<file path="config.mk">
export PLATFORM = sky130hd
export DESIGN_NAME = baud_gen
export DESIGN_NICKNAME = d
export VERILOG_FILES = /design/src/rtl/baud_pkg.sv /design/src/rtl/baud_tick_sel.sv /design/src/rtl/baud_ctrl.sv /design/src/rtl/baud_count.sv /design/src/rtl/baud_gen.sv
export SDC_FILE = /design/constraint.sdc
export NUM_CORES = 1
export LEC_CHECK = 0
export BUFFER_PORTS_ARGS = -buffer_cell sky130_fd_sc_hd__buf_4
export CAP_MARGIN = 10
export CORE_ASPECT_RATIO = 0.5
export CORE_UTILIZATION = 25
export CTS_CLUSTER_SIZE = 8
export DETAILED_ROUTE_END_ITERATION = 7
export HOLD_SLACK_MARGIN = 0.12
export MAX_ROUTING_LAYER = met4
export PLACE_DENSITY_LB_ADDON = 0.25
export SLEW_MARGIN = 40
export SYNTH_ARGS = -nofsm -noshare
export SYNTH_HDL_FRONTEND = slang
export SYNTH_SLANG_ARGS = --single-unit
</file>
<file path="constraint.sdc">
create_clock -name clk -period 2.4 [get_ports clk]
set_input_delay 0.48 -clock clk [delete_from_list [all_inputs] [get_ports clk]]
set_output_delay 0.48 -clock clk [all_outputs]
set_load 0.02 [all_outputs]
</file>
<file path="src/rtl/baud_pkg.sv">
// Shared types for the baud divider.
// Assumes: nothing beyond a single clock domain.
package baud_pkg;
    // Generator run state
    typedef enum logic [1:0] {
        GEN_OFF = 2'd0,   // stopped, output held
        GEN_ARM = 2'd1,   // start written, swallowing arming ticks
        GEN_RUN = 2'd2    // counting
    } gen_state_e;
endpackage

</file>
<file path="src/rtl/baud_tick_sel.sv">
// Selects the counting tick: every clock cycle, or the external enable.
// Assumes ext_tick is already synchronous to clk and is one cycle wide.
module baud_tick_sel #(
    parameter bit REGISTER_EXT = 1'b0   // 1: retime the external enable by a cycle
) (
    input  logic clk,
    input  logic rst_n,
    input  logic sel_pclk,
    input  logic ext_tick,
    output logic tick
);
    logic ext_q;

    generate
        if (REGISTER_EXT) begin : g_ext_reg
            // Retime the external enable for timing closure
            always_ff @(posedge clk) begin
                if (!rst_n) ext_q <= 1'b0;
                else        ext_q <= ext_tick;
            end
        end else begin : g_ext_direct
            // Pass the external enable straight through
            always_comb ext_q = ext_tick;
        end
    endgenerate

    // Pick the active source
    always_comb tick = sel_pclk ? 1'b1 : ext_q;
endmodule

</file>
<file path="src/rtl/baud_ctrl.sv">
// Holds the run, source and reload registers and sequences start/stop.
// A start swallows ARM_TICKS ticks and loads the counter on the last one;
// a stop write cuts counting in the write cycle itself.
// Assumes ARM_TICKS >= 2.
module baud_ctrl
    import baud_pkg::*;
#(
    parameter int TC_W      = 16,
    parameter int ARM_TICKS = 2
) (
    input  logic            clk,
    input  logic            rst_n,
    input  logic            cfg_wr,
    input  logic            cfg_en,
    input  logic            cfg_src,
    input  logic            tc_wr,
    input  logic [TC_W-1:0] tc_data,
    input  logic            tick,
    output logic            src_q,
    output logic [TC_W-1:0] tc_q,
    output logic            load,
    output logic            run_tick,
    output logic            gen_off
);
    localparam int AW = (ARM_TICKS > 2) ? $clog2(ARM_TICKS) : 1;
    localparam logic [AW-1:0] ARM_LAST = AW'(ARM_TICKS - 1);

    gen_state_e    state;
    logic [AW-1:0] arm_cnt;
    logic          stop_now;

    // Stop request visible in the write cycle
    always_comb stop_now = cfg_wr && !cfg_en;

    // Counter load on the final arming tick
    always_comb load = (state == GEN_ARM) && tick && (arm_cnt == ARM_LAST) && !stop_now;

    // Counting tick only while running and not being stopped
    always_comb run_tick = (state == GEN_RUN) && tick && !stop_now;

    // Stopped flag for observers
    always_comb gen_off = (state == GEN_OFF);

    // Source bit and reload value registers
    always_ff @(posedge clk) begin
        if (!rst_n) begin
            src_q <= 1'b0;
            tc_q  <= '0;
        end else begin
            if (cfg_wr) src_q <= cfg_src;
            if (tc_wr)  tc_q  <= tc_data;
        end
    end

    // Start/stop sequencer
    always_ff @(posedge clk) begin
        if (!rst_n) begin
            state   <= GEN_OFF;
            arm_cnt <= '0;
        end else if (stop_now) begin
            state   <= GEN_OFF;
            arm_cnt <= '0;
        end else begin
            case (state)
                GEN_OFF: begin
                    if (cfg_wr && cfg_en) begin
                        state   <= GEN_ARM;
                        arm_cnt <= '0;
                    end
                end
                GEN_ARM: begin
                    if (tick) begin
                        if (arm_cnt == ARM_LAST) state <= GEN_RUN;
                        else                     arm_cnt <= arm_cnt + 1'b1;
                    end
                end
                GEN_RUN: state <= GEN_RUN;
                default: state <= GEN_OFF;
            endcase
        end
    end
endmodule

</file>
<file path="src/rtl/baud_count.sv">
// Down-counter with reload-on-zero, toggling output and zero-count pulse.
// Assumes load and run_tick are never high together.
module baud_count #(
    parameter int TC_W = 16
) (
    input  logic            clk,
    input  logic            rst_n,
    input  logic            load,
    input  logic            run_tick,
    input  logic [TC_W-1:0] tc_q,
    output logic            baud_out,
    output logic            zero_pulse
);
    logic [TC_W-1:0] cnt;
    logic            at_zero;

    // Terminal count detect
    always_comb at_zero = (cnt == '0);

    // Count, reload, toggle and pulse
    always_ff @(posedge clk) begin
        if (!rst_n) begin
            cnt        <= '0;
            baud_out   <= 1'b0;
            zero_pulse <= 1'b0;
        end else begin
            zero_pulse <= 1'b0;
            if (load) begin
                cnt <= tc_q;
            end else if (run_tick) begin
                if (at_zero) begin
                    cnt        <= tc_q;
                    baud_out   <= ~baud_out;
                    zero_pulse <= 1'b1;
                end else begin
                    cnt <= cnt - 1'b1;
                end
            end
        end
    end
endmodule

</file>
<file path="src/rtl/baud_gen.sv">
// Top of the baud divider: tick source select, control and counter.
// Assumes all inputs are synchronous to clk.
module baud_gen #(
    parameter int TC_W      = 16,
    parameter int ARM_TICKS = 2
) (
    input  logic            clk,
    input  logic            rst_n,
    input  logic            ext_tick,
    input  logic            cfg_wr,
    input  logic            cfg_en,
    input  logic            cfg_src,
    input  logic            tc_wr,
    input  logic [TC_W-1:0] tc_data,
    output logic            baud_out,
    output logic            zero_pulse
);
    logic            src_q;
    logic [TC_W-1:0] tc_q;
    logic            tick;
    logic            load;
    logic            run_tick;
    logic            gen_off;

    baud_tick_sel #(.REGISTER_EXT(1'b0)) u_tick (
        .clk      (clk),
        .rst_n    (rst_n),
        .sel_pclk (src_q),
        .ext_tick (ext_tick),
        .tick     (tick)
    );

    baud_ctrl #(.TC_W(TC_W), .ARM_TICKS(ARM_TICKS)) u_ctrl (
        .clk      (clk),
        .rst_n    (rst_n),
        .cfg_wr   (cfg_wr),
        .cfg_en   (cfg_en),
        .cfg_src  (cfg_src),
        .tc_wr    (tc_wr),
        .tc_data  (tc_data),
        .tick     (tick),
        .src_q    (src_q),
        .tc_q     (tc_q),
        .load     (load),
        .run_tick (run_tick),
        .gen_off  (gen_off)
    );

    baud_count #(.TC_W(TC_W)) u_cnt (
        .clk        (clk),
        .rst_n      (rst_n),
        .load       (load),
        .run_tick   (run_tick),
        .tc_q       (tc_q),
        .baud_out   (baud_out),
        .zero_pulse (zero_pulse)
    );
endmodule

</file>
Word-level counts from Yosys, hierarchy flattened
Index checks and enable logic that the tools add are counted.

Equality and inequality tests: 5. Bitwise gates (word level): 4. Reductions and logical operators: 18. Add/sub/neg operators: 2. Muxes and demuxes: 13.

Operators with widths (number): two-way mux 16 bit (3); zero test 16 bit (1); subtractor 16 x 1 -> 16 bit, second input constant (1); AND reduction 3 bit (3); logical AND 1 bit (7); two-way mux 2 bit (3); != test 2 x 1 -> 1 bit, second input constant (3); one-hot mux 2 bit (3 select lines) (1); two-way mux 1 bit (5); NOT 1 bit (4); nonzero test 2 bit (2); OR reduction 3 bit (1); == test 2 x 1 -> 1 bit, second input constant (1); == test 2 bit, second input constant (1); zero test 1 bit (2); zero test 2 bit (1); one-hot mux 1 bit (2 select lines) (1); OR reduction 2 bit (1); adder 1 bit, second input constant (1).

Output and inout port bits: 2. Input bits: 23. Flip-flop bits (word level): 38. Logic and storage cells: 49.

Longest topological paths before layout
Gate-level depths: netlist (run 1).

Depth in word-level cells: 6. Gate-level depth with buffers: 9. Mapped depth without buffers: 7.

By module
A second synthesis (run 1) with hierarchy kept.

Cell total of the unflattened synthesis: 235. Area total of the unflattened synthesis: 2099.5 µm².

Modules (own cells, without submodules): baud_count (times used 1, sequential area each 360.3 µm², cells each 152, area each 1213.7 µm²); baud_ctrl (times used 1, sequential area each 400.4 µm², cells each 82, area each 879.6 µm²); baud_tick_sel (times used 1, sequential area each 0.0 µm², cells each 1, area each 6.3 µm²).

Worst setup path after synthesis (run 1)
OpenSTA, ideal clock, no wires.

Path kind: flip-flop to flip-flop. Start point: register u_cnt.cnt[4]. End point: register u_cnt.cnt[15]. Stages on the path, launching flop included: 6. Path slack: 0.384 ns. Data arrival time: 1.947 ns. Path buffers: 0. Path through: dfxtp_1 -> or4_4 -> or4_4 -> nor3_2 -> mux2_1 -> o21ai_1.

Word-level cells in the longest chain between the ends: 4. Elaborated cells on any way between the ends: 5.

Ends and longest elaborated chain: start, declared (RTL line baud_count.sv:14) `logic [TC_W-1:0] cnt;`; start signal, assigned (RTL line baud_count.sv:29) `cnt <= tc_q;`; start signal, assigned (RTL line baud_count.sv:32) `cnt <= tc_q;`; start signal, assigned (RTL line baud_count.sv:36) `cnt <= cnt - 1'b1;`; subtractor 16 x 1 -> 16 bit / zero test 16 bit (equally long branches) (RTL line baud_count.sv:36, baud_count.sv:18); two-way mux 16 bit (*) (RTL line baud_count.sv:31) `if (at_zero) begin`; two-way mux 16 bit (*) (RTL line baud_count.sv:30) `end else if (run_tick) begin`; two-way mux 16 bit (*) (RTL line baud_count.sv:28) `if (load) begin`.

Mark *: on every way between the ends. The rest lies on a longest branch, timed or not. The select of a mux whose other input is x is not followed. A chain may end at the register's enable or synchronous reset.

Final worst setup path (run 1)
Same ends and word-level chain as after synthesis.

==> flow_summary_export.csv, run 1 <==
group,metric,value,unit
run_status,status,"completed",
final_layout,nNetsFinal,286,
yosys,ys.flop_type,"dfxtp_1",
clock_network,cts_buffer_depth,2,
drt,wl_per_cell,13.6,um
timing,maxSlewViolCount,0,
clock_network,ctsHoldBuffers,0,
final_layout,drive_gt1_share,20.2,%
clock_network,path_clk_slew,60,ps
global_routing,grt_max_degree,23,
final_layout,multi_input_area,0.00112,mm2
yosys,synth-edff-count,0,
global_routing,gr-total-overflow,0,
yosys,syn_avg_cell_area,8.55,um2
power_and_ir_drop,powerDensity,644,mW/mm2
floorplan,die_h,64.8,um
yosys,synth_cells,231,
min_path,min_path_cells,3,
timing,min_period_over_period,88.6,%
worst_setup_path,end_kind,"register",
floorplan,die_area,0.00828,mm2
timing,setup_tns,0,ps
clock_network,h-tree-depth,2,
final_layout,fillers,815,
worst_setup_path,critPathMaxFanout,9,
clock_network,cts_setup_buffers,0,
timing,worst-slew-pin-transition,617,ps
timing,finClkSkew,6.72,ps
floorplan,core_area,0.00749,mm2
placement,dp_hpwl,3.59,mm
timing,timing.hold.ws,432,ps
timing,setup_viol,0,
placement,routabilityCongestion,0.912,
global_routing,grt_usage,13.3,%
placement,io_buffers,24,
drt,vias,1767,
yosys,synth_cell_types,43,
yosys,synth-async-reset-ratio,0,%
yosys,yosysSeqAreaShare,38.5,%
yosys,synth_warnings,0,
drt,drt_iter0_markers,125,
worst_setup_path,reg2regPathDepth,5,
min_path,min_path_type,"in -> reg",
final_layout,antennaDiodeCount,0,
timing,hold_viol,0,
floorplan,pin_count,25,
yosys,netlist_area,0.00197,mm2
timing,slew_headroom,58.8,%
run,maxCapViolations,0,
worst_setup_path,r2r-end,"u_cnt.cnt[15]$_SDFFE_PN0P_",
global_routing,grt_first_pass_wirelength,8.14,mm
floorplan,die_width,128,um
timing,rsz0062_at_grt,"no",
worst_setup_path,crit_type,"reg -> reg",
drt,ant_nets,0,
drt,wl,4.98,mm
timing,max_freq,470,MHz
yosys,ys_ff_latch,38,
worst_setup_path,reg2reg_from,"u_cnt.cnt[4]$_SDFFE_PN0P_",
global_routing,grt_pass1_vias,1619,
clock_network,clk_latency,280,ps
clock_network,cts_sinks,38,
clock_network,postCtsResizedCells,0,
power_and_ir_drop,ir_drop,0.269,mV
final_layout,areaGrowthSynthToFinish,22.9,%
worst_setup_path,crit_path_start_kind,"register",
yosys,syn_nets,260,
drt,via_per_inst,4.84,
min_path,min_from,"tc_data[6]",
worst_setup_path,r2r_setup_slack,270,ps
clock_network,tritoncts,"done",
drt,firstDrtPassIters,4,
timing,fin_crit,2130,ps
global_routing,antenna_found_initial,0,
clock_network,cts_buffers,5,
floorplan,initial_core_util,26.4,%
worst_setup_path,required,2610,ps
worst_setup_path,crit_arrival,2340,ps
final_layout,ff_latch_area,761,um2
min_path,min_to,"u_ctrl.tc_q[6]$_SDFFE_PN0P_",
power_and_ir_drop,leakagePower,1.00,nW
floorplan,row_count,22,
clock_network,cts_root_buf,"clkbuf_16",
drt,drc,0,
## power breakdown
group | switching [mW] | total [mW] | internal, mW | leakage [nW]
logic | 0.144 | 0.265 | 0.121 | 0.629
registers | 0.0163 | 0.672 | 0.655 | 0.310
clock network | 0.245 | 0.625 | 0.380 | 0.0640
total | 0.406 | 1.56 | 1.16 | 1.00
## worst max path at each step
| stage | slack [ps] | startpoint | endpoint | cells past startpoint |
|---|---|---|---|---|
| final | 270 | u_cnt.cnt[4]$_SDFFE_PN0P_ | u_cnt.cnt[15]$_SDFFE_PN0P_ | 5 |
| after global routing | 110 | u_cnt.cnt[0]$_SDFFE_PN0P_ | u_cnt.cnt[14]$_SDFFE_PN0P_ | 8 |
| after CTS | 270 | u_cnt.cnt[4]$_SDFFE_PN0P_ | u_cnt.cnt[15]$_SDFFE_PN0P_ | 5 |
| after detailed placement | 280 | u_cnt.cnt[0]$_SDFFE_PN0P_ | u_cnt.cnt[14]$_SDFFE_PN0P_ | 8 |
| after global placement | 300 | ext_tick | u_cnt.cnt[2]$_SDFFE_PN0P_ | 7 |
| after floorplan | 380 | u_cnt.cnt[4]$_SDFFE_PN0P_ | u_cnt.cnt[15]$_SDFFE_PN0P_ | 5 |
## cell usage after synthesis, types with 2 or more instances
cell type  instances  area share [%]
a31oi_1            3            0.95
nor2_1            28             5.3
a211oi_1           2            0.76
or4_2              2            0.89
nand2_1           15             2.9
nand4_1            7             2.2
clkbuf_1          10             1.9
o31a_1             2            0.89
o21ai_0           13             3.3
or2_2              2            0.63
nor4_1             5             1.6
nor3_1             8             2.0
nand3_1            7             1.8
or3_1              3            0.95
dfxtp_1           38              39
a21oi_1           13             3.3
buf_2              3            0.76
and3_1             4             1.3
mux2i_1           23              12
o22ai_1            5             1.6
ha_1               6             3.8
or4_4              4             2.3
a221oi_1           2            0.89
inv_1              7             1.3
## area by class of cell
class                      instances  area share, %
inverter                           7           1.08
timing repair buffer              33           10.2
sequential                        38           31.4
clock buffer                       7           5.47
multi-input combinational        172           46.3
tap                              108           5.57
## worst max-delay path: stages (launching register included)
cell	delay, ps
dfxtp_1	380
or4_4	590
or4_4	520
nor3_2	130
mux2_1	330
o21ai_1	120
## routing by layer
layer | wire length, um | vias to the layer above | global-route usage [%]
met3 | 226 | 4 | 3.30
met4 | 32 | 0 | 4.71
met5 | 0 | - | -
li1 | - | 904 | -
met2 | 2160 | 33 | 19.0
met1 | 2570 | 826 | 18.2
## registers in the layout (all words and copies together), names as in the netlist
name and cells:
u_cnt.cnt 16, u_ctrl.tc_q 16, u_ctrl.state 2, u_cnt.baud_out 1, u_cnt.zero_pulse 1, u_ctrl.arm_cnt 1
u_ctrl.src_q 1
## through the flow
stage               util [%]  worst slack (ps)  total power, mW  cells  cell area (um2)
global placement        30.6               302            0.948    358             2290
global route            32.4               109             1.64    365             2430
CTS                     32.4               268             1.57    365             2430
floorplan                  -               384            0.867    231             1970
finish                  32.4               272             1.56    365             2430
detailed placement      30.6               276            0.951    358             2290
## logic make-up after synthesis
group	count (synthesis)	share of synthesized area [%]
mux	24	12.2
compound gates	48	15.2
flops	38	38.5
fa+ha+maj	6	3.80
simple gates	94	25.7
buf+inv	21	4.56
## cells in the final DEF, fill, tap and decap left out, types with 2 or more instances in the layout
cell	n
o21ai_0	13
clkbuf_1	2
o22ai_1	5
or2_2	2
inv_1	7
ha_1	6
o31a_1	2
nand4_1	7
and3_1	4
a221oi_1	2
nand2_1	15
or4_4	4
clkbuf_16	5
mux2i_1	23
nor3_1	8
or3_1	3
buf_4	33
dfxtp_1	38
nor2_1	28
a21oi_1	13
nand3_1	7
a211oi_1	2
or4_2	2
nor4_1	5
a31oi_1	3
Note: power is estimated with default switching activity, not from simulation.
==> run 2: changes to the inputs <==
- CORE_UTILIZATION: 25 -> 45
==> run 2 against run 1 <==
Die area is 44% lower. Sequential power hardly changed. Power is 5.2% lower. First-iteration DRC count is 5.6% lower. Non-clock buffer count is 1 lower. Routed wire length is 5.1% lower. Clock skew is 1.4 ps higher. Combinational power is 4% higher. Register-to-register slack worse by 20 ps. Highest routed layer unchanged.
==> flow_summary_export.csv, run 2 (synthesis gave the netlist of run 1 again) <==
group,metric,value,unit
run_status,status,"completed",
global_routing,antenna_found_initial,0,
final_layout,nNetsFinal,285,
clock_network,cts_sinks,38,
worst_setup_path,worst_path_most_repeated_cell,"or4_4",
drt,drt_iter0_markers,118,
power_and_ir_drop,p_comb_share,18.6,%
placement,io_buffers,24,
clock_network,cts_buffers,5,
worst_setup_path,crit_type,"reg -> reg",
final_layout,antennaDiodeCount,0,
final_layout,layout_commonest_cell,"dfxtp_1",
drt,firstDrtPassIters,4,
floorplan,initial_core_util,48.8,%
global_routing,gr-total-overflow,0,
power_and_ir_drop,ir_drop,0.382,mV
power_and_ir_drop,p_clk_share,36.1,%
worst_setup_path,crit_slowest_cell,"or4_4",
clock_network,path_clk_slew,80,ps
clock_network,h-tree-depth,2,
timing,rsz0062_at_grt,"no",
final_layout,drive_gt1_share,20.6,%
power_and_ir_drop,p_switching,0.387,mW
power_and_ir_drop,p_int,1.09,mW
final_layout,areaGrowthSynthToFinish,18.7,%
drt,vias,1794,
clock_network,cts_setup_buffers,0,
clock_network,postCtsResizedCells,0,
min_path,min_path_type,"in -> reg",
drt,ant_nets,0,
worst_setup_path,cpPeakStageDelay,580,ps
worst_setup_path,crit_arrival,2380,ps
floorplan,row_count,16,
drt,wl,4.73,mm
drt,drc,0,
clock_network,clk_latency,300,ps
power_and_ir_drop,leakagePower,0.993,nW
power_and_ir_drop,powerDensity,632,mW/mm2
clock_network,cts_buffer_depth,2,
clock_network,cts_root_buf,"clkbuf_8",
power_and_ir_drop,swShare,26.1,%
worst_setup_path,end_kind,"register",
timing,maxSlewViolCount,0,
worst_setup_path,crit_path_start_kind,"register",
floorplan,die_area,0.00467,mm2
floorplan,core_area,0.00404,mm2
global_routing,grt_usage,23.1,%
global_routing,grt_max_degree,23,
final_layout,fillers,380,
placement,routabilityCongestion,0.822,
floorplan,die_h,48.8,um
timing,setup_tns,0,ps
timing,finClkSkew,8.07,ps
drt,wl_per_cell,15.2,um
floorplan,die_width,95.7,um
floorplan,pin_count,25,
final_layout,top_regs,"u_cnt.cnt x16, u_ctrl.tc_q x16, u_ctrl.state x2",
clock_network,tritoncts,"done",
global_routing,grt_first_pass_wirelength,7.98,mm
worst_setup_path,required,2630,ps
placement,dp_hpwl,3.42,mm
global_routing,grt_pass1_vias,1670,
final_layout,final_cell_mix,"dfxtp_1 (38), buf_4 (31), nor2_1 (28), mux2i_1 (23), nand2_1 (15)",
timing,worst-slew-pin-transition,689,ps
power_and_ir_drop,power,1.48,mW
timing,setup_viol,0,
run,maxCapViolations,0,
timing,hold_viol,0,
clock_network,ctsHoldBuffers,0,
worst_setup_path,critPathMaxFanout,6,
timing,max_freq,465,MHz
drt,via_per_inst,5.77,
timing,min_period_over_period,89.5,%
worst_setup_path,crit_chain,"or4_4 > or4_4 > nor3_2 > mux2_1 > o21ai_1",
timing,fin_crit,2150,ps
timing,slew_headroom,54.1,%
power_and_ir_drop,seq_power_share,45.4,%
## run 2: cell count changes in the layout (fill, tap and decap cells not counted), sizes merged
cell    change
bufinv      +1
buf         -1
## run 2: worst max-delay path, delay by kind of cell (launching register included)
kind | cells | cell delay (ps)
and+or+nand+nor | 3 | 1270
DFF | 1 | 370
muxes | 1 | 340
AOI/OAI and AO/OA | 1 | 110
## run 2: final timing paths
kind / end / slack [ps] / cells past startpoint / startpoint
hold / removal: u_ctrl.tc_q[13]$_SDFFE_PN0P_ / 420 / 3 / tc_data[13]
setup / recovery: u_cnt.cnt[15]$_SDFFE_PN0P_ / 250 / 5 / u_cnt.cnt[8]$_SDFFE_PN0P_
setup reg to reg: u_cnt.cnt[15]$_SDFFE_PN0P_ / 250 / 5 / u_cnt.cnt[8]$_SDFFE_PN0P_
hold reg to reg: u_cnt.baud_out$_SDFFE_PN0P_ / 500 / 2 / u_cnt.baud_out$_SDFFE_PN0P_
## run 2: power by group through the flow
stage / Combinational (mW) / Sequential [mW] / Clock [mW]
2_1_floorplan: 0.187 / 0.681 / 0
3_3_place_gp: 0.265 / 0.685 / 0
3_5_place_dp: 0.271 / 0.686 / 0
4_1_cts: 0.272 / 0.671 / 0.545
5_1_grt: 0.305 / 0.674 / 0.567
6_report: 0.275 / 0.672 / 0.534
## run 2: layer usage
layer	part of all wire [%]	track usage (%)	vias up
met3	5.8	7.17	4
met1	54	33.5	844
met2	39	31.7	44
met5	0	-	-
li1	-	-	902
met4	0.63	4.23	0
## run 2: cell type report
| type | instances | area (um2) | area share [%] |
|---|---|---|---|
| clock buffers | 7 | 76.3 | 3.26 |
| clock inverters | 1 | 30.0 | 1.28 |
| inverters | 7 | 26.3 | 1.12 |
| multi-input cells | 172 | 1130 | 48.2 |
| flip-flops and latches | 38 | 761 | 32.5 |
| well taps | 54 | 67.6 | 2.88 |
| repair buffers | 32 | 253 | 10.8 |
## run 2: through the flow
stage	setup WS (ps)	instance area [um2]	cells	hold WS [ps]	util [%]
6_report	251	2340	311	419	58.0
5_1_grt	112	2340	311	432	58.0
3_3_place_gp	295	2230	303	468	55.2
3_5_place_dp	242	2230	303	484	55.2
2_1_floorplan	384	1970	231	447	-
4_1_cts	213	2340	311	416	57.8
==> run 3: changes to the inputs <==
- SYNTH_HIERARCHICAL: not set -> 1
- clock period: 2.4 -> 2.6 ns (I/O delays scaled with it)
==> run 3 against run 2 <==
The run now ends with design-rule violations left. Sequential share of layout area shrank 2.8 points. Sequential cell count is the same. Global-route usage grew 2.5 points. Clock-buffer cell count is 2 lower. Clock power increased by 14%. Setup slack better by 51 ps. Clock skew decreased by 1.1 ps. Combinational power up 5%. Critical path type unchanged.
==> flow_summary_export.csv, run 3 <==
group,metric,value,unit
final_layout,final_cell_mix,"buf_4 (42), dfxtp_1 (38), mux2i_1 (22), nor2b_1 (17)",
yosys,ys_ff_latch,38,
worst_setup_path,r2r-end,"u_cnt/cnt[15]$_SDFFE_PN0P_",
yosys,syn_nets,264,
min_path,min_path_type,"in -> reg",
power_and_ir_drop,p_int,1.12,mW
yosys,ys.flop_type,"dfxtp_1",
power_and_ir_drop,seq_power_share,41.1,%
yosys,synth_warnings,6,
yosys,synth-async-reset-ratio,0,%
clock_network,cts_root_buf,"clkbuf_8",
yosys,netlist_area,0.00210,mm2
clock_network,cts_buffers,5,
drt,wl_per_cell,17.1,um
clock_network,postCtsResizedCells,0,
global_routing,grt_pass1_vias,1829,
global_routing,gr-total-overflow,0,
global_routing,grt_first_pass_wirelength,9.25,mm
floorplan,core_area,0.00445,mm2
worst_setup_path,end_kind,"register",
final_layout,fillers,413,
floorplan,die_area,0.00496,mm2
floorplan,row_count,17,
min_path,min_from,"tc_data[4]",
drt,firstDrtPassIters,6,
yosys,synth-edff-count,0,
drt,drc,2,
clock_network,ctsHoldBuffers,0,
timing,setup_viol,0,
min_path,min_to,"u_ctrl/tc_q[4]$_SDFFE_PN0P_",
power_and_ir_drop,p_clk_share,39.9,%
worst_setup_path,crit_arrival,2490,ps
timing,setup_tns,0,ps
power_and_ir_drop,p_comb_share,18.9,%
yosys,synth_top_area_share,36.2,%
worst_setup_path,required,2790,ps
run,maxCapViolations,0,
clock_network,cts_setup_buffers,0,
clock_network,cts_buffer_depth,2,
timing,worst-slew-pin-transition,831,ps
placement,routabilityCongestion,0.969,
drt,drt_iter0_markers,257,
worst_setup_path,crit_path_start_kind,"register",
final_layout,antennaDiodeCount,0,
worst_setup_path,worst-path-stages,7,
drt,via_per_inst,5.89,
timing,rsz0062_at_grt,"no",
min_path,min_path_cells,3,
timing,slew_headroom,44.6,%
final_layout,utilization,57.6,%
run_status,violations,"design-rule violations",
floorplan,initial_core_util,47.2,%
final_layout,areaGrowthSynthToFinish,22.1,%
timing,finClkSkew,6.99,ps
placement,dp_hpwl,4.10,mm
worst_setup_path,timing.critical_path.buf_inv,2,
yosys,synth_top_cell_by_area,"dfxtp_1",
floorplan,die_width,98.6,um
yosys,synth_common_cells,"dfxtp_1 (38), mux2i_1 (22), nor2b_1 (17)",
run_status,status,"complete, but fails checks",
clock_network,clk_latency,300,ps
final_layout,top_regs,"u_cnt/cnt x16, u_ctrl/tc_q x16, u_ctrl/state x2",
worst_setup_path,critPathMaxFanout,8,
timing,max_freq,435,MHz
floorplan,pin_count,25,
global_routing,grt_usage,25.6,%
global_routing,antenna_found_initial,0,
power_and_ir_drop,p_switching,0.403,mW
power_and_ir_drop,leakagePower,1.10,nW
yosys,synth.most_common_cell,"dfxtp_1",
yosys,synth_cells,235,
global_routing,grt_max_degree,39,
power_and_ir_drop,powerDensity,595,mW/mm2
yosys,synth_cell_types,56,
worst_setup_path,crit_slowest_cell,"or3b_2",
drt,wl,5.67,mm
power_and_ir_drop,swShare,26.4,%
worst_setup_path,reg2reg_from,"u_cnt/cnt[0]$_SDFFE_PN0P_",
placement,io_buffers,24,
yosys,yosysSeqAreaShare,36.2,%
yosys,yosys-top-cells-area,"dfxtp_1 (36%), mux2i_1 (10%), nor2b_1 (5.1%)",
clock_network,path_clk_slew,80,ps
clock_network,h-tree-depth,2,
worst_setup_path,r2r_setup_slack,300,ps
clock_network,tritoncts,"done",
yosys,syn_avg_cell_area,8.93,um2
worst_setup_path,reg2regPathDepth,7,
final_layout,nNetsFinal,303,
worst_setup_path,crit_chain,"inv_1 > ha_1 > or3b_2 > nor4_4 > a21oi_1 > buf_4 > a221o_1",
power_and_ir_drop,ir_drop,0.305,mV
drt,ant_nets,0,
timing,hold_viol,0,
clock_network,cts_sinks,38,
timing,fin_crit,2300,ps
final_layout,layout_commonest_cell,"buf_4",
final_layout,drive_gt1_share,21.5,%
timing,min_period_over_period,88.4,%
timing,maxSlewViolCount,0,
floorplan,die_h,50.3,um
worst_setup_path,worst_path_dominant_cell_family,"simple AND/OR/NAND/NOR gates",
drt,vias,1957,
worst_setup_path,cpPeakStageDelay,500,ps
worst_setup_path,crit_type,"reg -> reg",
-- run 3: changes by cell type in the layout (fill, tap and decap cells not counted), sizes merged, moves of 3 or more --
cell / change
a22oi: +3
inv: +3
nor2: -13
nand2b: +3
or4: -4
buf: +10
nand4: -5
nor2b: +17
o22ai: -3
nand3: +8
a21oi: -3
o21ai: -6
-- run 3: power groups by stage --
| stage | combinational (mW) | sequential [mW] | clock (mW) |
|---|---|---|---|
| floorplan | 0.180 | 0.634 | 0 |
| global placement | 0.277 | 0.640 | 0 |
| detailed placement | 0.281 | 0.641 | 0 |
| CTS | 0.285 | 0.628 | 0.625 |
| global route | 0.311 | 0.631 | 0.650 |
| finish | 0.289 | 0.628 | 0.610 |
-- run 3: worst max path at each step --
stage / start / endpoint / slack (ps)
2_1_floorplan: cfg_en / u_cnt/cnt[9]$_SDFFE_PN0P_ / 460
3_3_place_gp: cfg_wr / u_cnt/cnt[9]$_SDFFE_PN0P_ / 190
3_5_place_dp: cfg_wr / u_cnt/cnt[9]$_SDFFE_PN0P_ / 100
4_1_cts: u_cnt/cnt[0]$_SDFFE_PN0P_ / u_cnt/cnt[9]$_SDFFE_PN0P_ / 350
5_1_grt: u_ctrl/state[0]$_SDFFE_PP0P_ / u_cnt/cnt[9]$_SDFFE_PN0P_ / 130
6_report: u_cnt/cnt[0]$_SDFFE_PN0P_ / u_cnt/cnt[15]$_SDFFE_PN0P_ / 300
-- run 3: final cells by class --
type                    instances  area (um2)  area share [%]
multi-input cells             177        1240            48.4
inverters                      10        37.5            1.46
flip-flops and latches         38         761            29.7
clock buffers                   5        68.8            2.69
repair buffers                 42         315            12.3
well taps                      57        71.3            2.78
clock inverters                 3        68.8            2.69
-- run 3: cell families after synthesis --
kind of cell	Yosys count	synth area share, %
muxes	23	11.0
adders and majority gates	6	3.58
buffers and inverters	20	4.71
DFF	38	36.2
xor gates and xnor gates	1	0.417
AOI/OAI and AO/OA	48	16.4
and+or+nand+nor	99	27.6
-- run 3: metal layers --
layer  share of wire, %  track usage [%]  vias up  routed length, um
li1                   -                -      954                  -
met1                 47             33.3      929               2680
met2                 45             40.4       70               2560
met3                6.9             5.01        4                389
met4               0.56             8.46        0                 32
met5                  0                -        -                  0
-- run 3: stage by stage --
step / cells / hold slack, ps / power (mW) / setup WS, ps / area [um2]
after floorplan: 235 / 445 / 0.815 / 459 / 2100
after global placement: 324 / 482 / 0.917 / 188 / 2420
after detailed placement: 324 / 499 / 0.922 / 96.7 / 2420
after CTS: 332 / 468 / 1.54 / 348 / 2560
after global routing: 332 / 475 / 1.59 / 131 / 2560
final: 332 / 479 / 1.53 / 302 / 2560
-- run 3: worst reg2reg max path, delay by kind of cell, from the launching register on --
kind | cells | cell delay (ps)
DFF | 1 | 370
and+or+nand+nor | 2 | 680
AOI/OAI and AO/OA | 2 | 600
adders and majority gates | 1 | 150
buffers and inverters | 2 | 380
